`src/rtl/lrb_pkg.sv`:
```
package lrb_pkg;
  // Delivery position p reads lane (p+1) mod n: lanes 1..n-1 first, lane 0 last.
  function automatic int unsigned lane_of(input int unsigned pos, input int unsigned n);
    return (pos + 1) % n;
  endfunction
endpackage

```
`src/rtl/lrb_copy_ctrl.sv`:
```
module lrb_copy_ctrl #(
  parameter int W = 40
) (
  input  logic         clk,
  input  logic         rst_n,
  input  logic         line_done,
  input  logic         line_error,
  input  logic [W-1:0] stage_data,
  input  logic         addressed,
  input  logic         bus_start,
  input  logic         bus_stop,
  output logic         copy_now,
  output logic [W-1:0] copy_data,
  output logic         pend_q
);
  logic [W-1:0] stage_q;
  logic         ok_line;
  logic         bus_evt;

  assign ok_line   = line_done & ~line_error;
  assign bus_evt   = bus_start | bus_stop;
  // Copy at once when idle; otherwise only on a start/stop event.
  assign copy_now  = (ok_line & ~addressed) | ((ok_line | pend_q) & bus_evt);
  assign copy_data = ok_line ? stage_data : stage_q;

  always_ff @(posedge clk) begin
    if (!rst_n) begin
      stage_q <= '0;
      pend_q  <= 1'b0;
    end else begin
      if (ok_line) stage_q <= stage_data;
      if (copy_now)     pend_q <= 1'b0;
      else if (ok_line) pend_q <= 1'b1;
    end
  end
endmodule

```
`src/rtl/lrb_out_bank.sv`:
```
module lrb_out_bank #(
  parameter int W = 40
) (
  input  logic         clk,
  input  logic         rst_n,
  input  logic         copy_now,
  input  logic [W-1:0] copy_data,
  input  logic         consume,
  output logic [W-1:0] bank_q,
  output logic         fresh_q
);
  always_ff @(posedge clk) begin
    if (!rst_n) begin
      bank_q  <= '0;
      fresh_q <= 1'b0;
    end else begin
      if (copy_now) bank_q <= copy_data;
      // A copy on the same edge as a consume leaves new data valid.
      if (copy_now)     fresh_q <= 1'b1;
      else if (consume) fresh_q <= 1'b0;
    end
  end
endmodule

```
`src/rtl/lrb_byte_mux.sv`:
```
module lrb_byte_mux #(
  parameter int BYTES = 5,
  parameter int BW    = 8,
  localparam int W    = BYTES * BW,
  localparam int IW   = $clog2(BYTES + 1)
) (
  input  logic          clk,
  input  logic          rst_n,
  input  logic [W-1:0]  bank_q,
  input  logic          fresh_q,
  input  logic          addressed,
  input  logic          bus_start,
  input  logic          rd_ready,
  input  logic          read_done,
  output logic          rd_valid,
  output logic [BW-1:0] rd_data,
  output logic          consume,
  output logic [IW-1:0] idx_q,
  output logic          sent_q
);
  logic [BW-1:0] ordered [BYTES];
  logic          xfer;

  for (genvar p = 0; p < BYTES; p++) begin : g_order
    localparam int LANE = lrb_pkg::lane_of(p, BYTES);
    assign ordered[p] = bank_q[LANE*BW +: BW];
  end

  assign rd_valid = addressed;
  assign xfer     = rd_valid & rd_ready;
  assign consume  = read_done & sent_q;

  always_comb begin
    rd_data = '1;
    for (int p = 0; p < BYTES; p++) begin
      if (fresh_q && idx_q == IW'(p)) rd_data = ordered[p];
    end
  end

  always_ff @(posedge clk) begin
    if (!rst_n) begin
      idx_q  <= '0;
      sent_q <= 1'b0;
    end else if (bus_start) begin
      idx_q  <= '0;
      sent_q <= 1'b0;
    end else if (xfer) begin
      sent_q <= 1'b1;
      if (idx_q < IW'(BYTES)) idx_q <= idx_q + 1'b1;
    end
  end
endmodule

```
`src/rtl/linedata_read_buffer.sv`:
```
module linedata_read_buffer #(
  parameter int BYTES = 5,
  parameter int BW    = 8
) (
  input  logic                clk,
  input  logic                rst_n,
  input  logic                line_done,
  input  logic                line_error,
  input  logic [BYTES*BW-1:0] stage_data,
  input  logic                bus_start,
  input  logic                bus_stop,
  input  logic                addressed,
  output logic                rd_valid,
  input  logic                rd_ready,
  output logic [BW-1:0]       rd_data,
  input  logic                read_done
);
  localparam int W  = BYTES * BW;
  localparam int IW = $clog2(BYTES + 1);

  logic          copy_now;
  logic [W-1:0]  copy_data;
  logic          pend_q;
  logic [W-1:0]  bank_q;
  logic          fresh_q;
  logic          consume;
  logic [IW-1:0] idx_q;
  logic          sent_q;

  lrb_copy_ctrl #(.W(W)) u_ctrl (
    .clk(clk), .rst_n(rst_n), .line_done(line_done), .line_error(line_error),
    .stage_data(stage_data), .addressed(addressed), .bus_start(bus_start),
    .bus_stop(bus_stop), .copy_now(copy_now), .copy_data(copy_data), .pend_q(pend_q)
  );

  lrb_out_bank #(.W(W)) u_bank (
    .clk(clk), .rst_n(rst_n), .copy_now(copy_now), .copy_data(copy_data),
    .consume(consume), .bank_q(bank_q), .fresh_q(fresh_q)
  );

  lrb_byte_mux #(.BYTES(BYTES), .BW(BW)) u_mux (
    .clk(clk), .rst_n(rst_n), .bank_q(bank_q), .fresh_q(fresh_q),
    .addressed(addressed), .bus_start(bus_start), .rd_ready(rd_ready),
    .read_done(read_done), .rd_valid(rd_valid), .rd_data(rd_data),
    .consume(consume), .idx_q(idx_q), .sent_q(sent_q)
  );
endmodule

```
`config.mk`:
```
export PLATFORM = sky130hd
export DESIGN_NAME = linedata_read_buffer
export DESIGN_NICKNAME = d
export VERILOG_FILES = /design/src/rtl/lrb_pkg.sv /design/src/rtl/lrb_copy_ctrl.sv /design/src/rtl/lrb_out_bank.sv /design/src/rtl/lrb_byte_mux.sv /design/src/rtl/linedata_read_buffer.sv
export SDC_FILE = /design/constraint.sdc
export NUM_CORES = 1
export LEC_CHECK = 0
export BUFFER_PORTS_ARGS = -buffer_cell sky130_fd_sc_hd__buf_4
export CAP_MARGIN = 20
export CORE_ASPECT_RATIO = 1.75
export CORE_MARGIN = 2
export CORE_UTILIZATION = 56
export CTS_CLUSTER_SIZE = 24
export DETAILED_ROUTE_END_ITERATION = 10
export PLACE_DENSITY = 0.77
export SLEW_MARGIN = 20
export SYNTH_ARGS = -nofsm -noshare
export SYNTH_HDL_FRONTEND = slang
export SYNTH_SLANG_ARGS = --single-unit
```
`constraint.sdc`:
```
create_clock -name clk -period 1.9 [get_ports clk]
set_input_delay 0.095 -clock clk [delete_from_list [all_inputs] [get_ports clk]]
set_output_delay 0.095 -clock clk [all_outputs]
set_load 0.01 [all_outputs]
```
After elaboration in Yosys (flattened, before gate mapping)

Cells that the tools add are included.

Mux-type cells: 8
Add/subtract/negate cells: 1
Bitwise logic cells: 11
$lt $le $gt $ge: 1
Equal/unequal tests: 4
Reduce and logical (&&, ||, !) cells: 10

Operators with widths:

| operator                                             | number |
|---|---|
| two-way mux 40 bit                                   | 1 |
| two-way mux 8 bit                                    | 5 |
| equality test 3 x 2 -> 1 bit (second input constant) | 2 |
| bitwise AND 1 bit                                    | 5 |
| logical AND 1 bit                                    | 5 |
| OR reduction 2 bit                                   | 2 |
| adder 3 x 1 -> 3 bit (second input constant)         | 1 |
| equality test 3 x 1 -> 1 bit (second input constant) | 1 |
| equality test 3 bit (second input constant)          | 1 |
| zero test 3 bit                                      | 1 |
| less-than comparator 3 bit (second input constant)   | 1 |
| inverter 1 bit                                       | 3 |
| bitwise OR 1 bit                                     | 3 |
| two-way mux 1 bit                                    | 2 |
| AND reduction 2 bit                                  | 1 |
| nonzero test 2 bit                                   | 1 |

Register bits after elaboration: 86
Word-level logic and storage cells: 41
Input bits: 49

Logic depth before layout (Yosys ltp)

Depth after elaboration: 7
Depth in mapped cells: 7
Depth with buffers taken out: 6

Hierarchy

From an unflattened synthesis, not the netlist that was laid out.

Cells, all modules: 369
Area, all modules: 4142.7 µm²

Modules (own cells, without submodules):

| module        | sequential area each (µm²) | cells each | instances | area an instance (µm²) |
|---|---|---|---|---|
| lrb_copy_ctrl | 820.8                      | 136        | 1         | 1828.0 |
| lrb_out_bank  | 820.8                      | 132        | 1         | 1591.5 |
| lrb_byte_mux  | 80.1                       | 101        | 1         | 723.2 |

Worst setup path before layout

OpenSTA, ideal clock, no wires.

Path kind: register to output
Start: reg u_mux.idx_q[1]
End: out rd_data[0]
Slack: 279 ps
Stages on the path, launching flop included: 8
Arrival time: 1526 ps
Path buffers: 2
Path through: dfxtp_1 -> inv_1 -> ha_1 -> clkbuf_1 -> or3b_1 -> buf_2 -> o221ai_1 -> nand2_1

Cells in the longest elaborated chain, start to end: 7
Elaborated cells between the ends (all ways): 15
Those cells by class: eq/ne: 4; mux: 5; reduce/logical: 6

Ends and longest elaborated chain:

| element                         | RTL line                   | RTL |
|---|---|---|
| start: declaration              | lrb_byte_mux.sv:18         | `output logic [IW-1:0] idx_q,` |
| start signal: assignment        | lrb_byte_mux.sv:49         | `if (idx_q < IW'(BYTES)) idx_q <= idx_q + 1'b1;` |
| zero test 3 bit                 | lrb_byte_mux.sv:36         | `if (fresh_q && idx_q == IW'(p)) rd_data = ordered[p];` |
| logical AND 1 bit               | lrb_byte_mux.sv:36         |  |
| two-way mux 8 bit (4 in series) | lrb_byte_mux.sv:36         |  |
| two-way mux 8 bit *             | lrb_byte_mux.sv:36         |  |
| end: declaration                | linedata_read_buffer.sv:15 | `output logic [BW-1:0] rd_data,` |

Every way passes the cells marked *; elsewhere a longest branch is shown, timed or not.

Final worst setup path

Start: reg u_mux.idx_q[0]
End: out rd_data[3]

The elaborated chain is that of the path after synthesis.

==> out/results.txt <==
Cell Area, Synth = 3620 um^2
failing checks = setup timing
Mean Syn Cell Area = 9.30 um^2
vias in the first global route = 2928
worst setup margin = -17.7 ps
Routed Antenna Nets = 0
routed vias = 3138
initial antenna violation count = 0
HPWL after DPL = 5410 um
final setup fails = 6
routed len/inst = 15.2 um
CTS tree = yes
1st-pass router iterations = 5
share of cells above drive strength 1 = 25.7%
Core Region = 6230 um^2
Power Dens Cells = 755 nW/um^2
Period minus WS final = 1920 ps
area grow syn2layout = 32.2%
Remaining DRCs = 0
FF+latch area = 1730 um^2
worst vdd ir = 554 uV
Routability Congestion = 0.838
DIE AREA = 7140 um^2
CP Data Required Time = 1800 ps
clk slew on worst S/H paths = 80 ps
Yosys cell types = 28
Slew HR = 72.7%
cells along the critical path = inv_4 -> ha_4 -> or3b_4 -> o221ai_2 -> nand2_1 -> buf_6
Critical Path AT = 1820 ps
ANT cells = 0
initial DRC count = 223
final worst-path cycle share = 101%
crit path kind = register to output pin
clk buf depth = 2
Root Driver = clkbuf_8
Area after DPL = 4030 um^2
crit end category = output pin
final WL = 8370 um
Worst path max stage delay = 450 ps
type of origin of the critical path = register
commonest non-fill, non-tap cell in the layout = dfxtp_1
clk_lat worst skew = 370 ps
final net count = 520
fin area = 4780 um^2
Overall Global Routing Usage = 24.2%
Max Cap Violations = 0
Seq/Total Area, Yosys = 47.6%
first-pass GRT wire length = 13200 um
area of the multi-input gates = 1820 um^2
starting density of the core = 58.1%
DIE HEIGHT = 110 um
TritonCTS Buffers = 9
fmax = 521 MHz
Hold Crit Class = primary input to register
RSZ-0062 raised after global routing = true
crit-path leading delay family = simple AND/OR/NAND/NOR gates
register bit count reported by yosys = 86
clock sink count = 86
row count = 38
Filler Cell Count = 436
post-route setup TNS = -57.5 ps
Ports = 58
Worst Skew = 8.73 ps
most frequent cells in the layout = 83 x dfxtp_1, 60 x buf_4, 43 x nor2_1, 42 x mux2i_1, 41 x nand3_1
Crit Path Max Fanout = 8
Chip Width = 64.7 um
Pins Over Slew Limit = 0
Port Buffers = 57
status = complete, but fails checks
Mapped Cells = 389
final hold viol count = 0
WP buf/inv = 2
H-tree depth = 3
via/cell ratio = 5.70
Syn. warnings = 0
slowest CP cell = or3b_4
Overflow after GRT = 0
Synthesized Nets = 443
worst slew pin tran = 409 ps
Pleak = 1.83 nW
largest net degree at the start of global routing = 82
Total Power = 3.61 mW
## cell families after synthesis
kind of cell               Yosys count  synth area share, %
and+or+nand+nor                    120                 15.2
adders and majority gates            5                 1.73
buffers and inverters               48                 6.99
AOI/OAI and AO/OA                   87                 16.6
muxes                               42                 11.6
DFF                                 86                 47.6
xor gates and xnor gates             1                0.242
## power by group
part           internal [mW]  leakage [nW]  switching, mW
logic                  0.253          1.03          0.247
clock network          0.578        0.0954          0.622
registers               1.87         0.702         0.0351
## state kept, by name, indices dropped and copies added (netlist names)
register,flops
u_bank.bank_q,40
u_ctrl.stage_q,40
u_ctrl.pend_q,1
u_mux.sent_q,1
u_mux.idx_q,3
u_bank.fresh_q,1
## worst paths after layout
kind	from	end	slack, ps	depth (start not counted)
hold / removal	stage_data[23]	u_ctrl.stage_q[23]	0.6	3
hold reg to reg	u_bank.bank_q[31]	u_bank.bank_q[31]	480	2
setup / recovery	u_mux.idx_q[0]	rd_data[3]	-20	6
setup reg to reg	u_mux.idx_q[1]	u_mux.idx_q[0]	580	5
## worst reg2reg max path: cells and delay by family, from the launching register on
kind            cells  cell delay, ps
simple gates        2             250
compound gates      1             230
flops               1             370
xor+xnor            1             200
buf+inv             1             150
## stage by stage
stage | std cells | util [%] | hold WS [ps] | worst slack, ps
6_report | 551 | 76.7 | 0.559 | -17.7
4_1_cts | 549 | 75.3 | 0.583 | -41.8
3_3_place_gp | 499 | 64.7 | 280 | 258
3_5_place_dp | 499 | 64.7 | 280 | 200
2_1_floorplan | 389 | - | 174 | 279
5_1_grt | 551 | 76.7 | 21.2 | -93.2
## cells in the mapped netlist (all sizes together)
master,count,area (um^2)
dfxtp,86,1720
nor2,43,161
mux2i,42,420
nand3,41,205
o31ai,40,300
buf,21,151
nand2,19,71.3
o21ai,17,85.1
clkbuf,14,52.6
inv,13,48.8
a21oi,12,71.3
nor2b,9,56.3
a22oi,8,60.1
o221ai,8,70.1
ha,5,62.6
nand2b,3,18.8
or3b,2,17.5
a211oi,1,7.51
and2,1,6.26
and3,1,6.26
nor3,1,5.00
o21a,1,7.51
xnor2,1,8.76
## layer usage
layer  share of wire, %  GRT usage [%]
met5                  0              0
met4                4.3           15.7
met3                4.3           4.67
met2                 55           43.3
met1                 37           25.5
## area by class of cell
type / instances / area share [%]
multi-input combinational: 255 / 38.0
inverter: 13 / 1.13
clock buffer: 13 / 3.53
timing repair buffer: 101 / 18.6
clock inverter: 3 / 0.366
tap: 80 / 2.09
sequential: 86 / 36.2
## what timing repair did
action                                  CTS  global route
hold buffers                             31             0
pin swaps                                 3            10
endpoints found under the setup margin    8             8
endpoints found under the hold margin    30             0
buffers inserted                          3             2
resized for setup                        41            24
(Power assumes the default switching activity.)
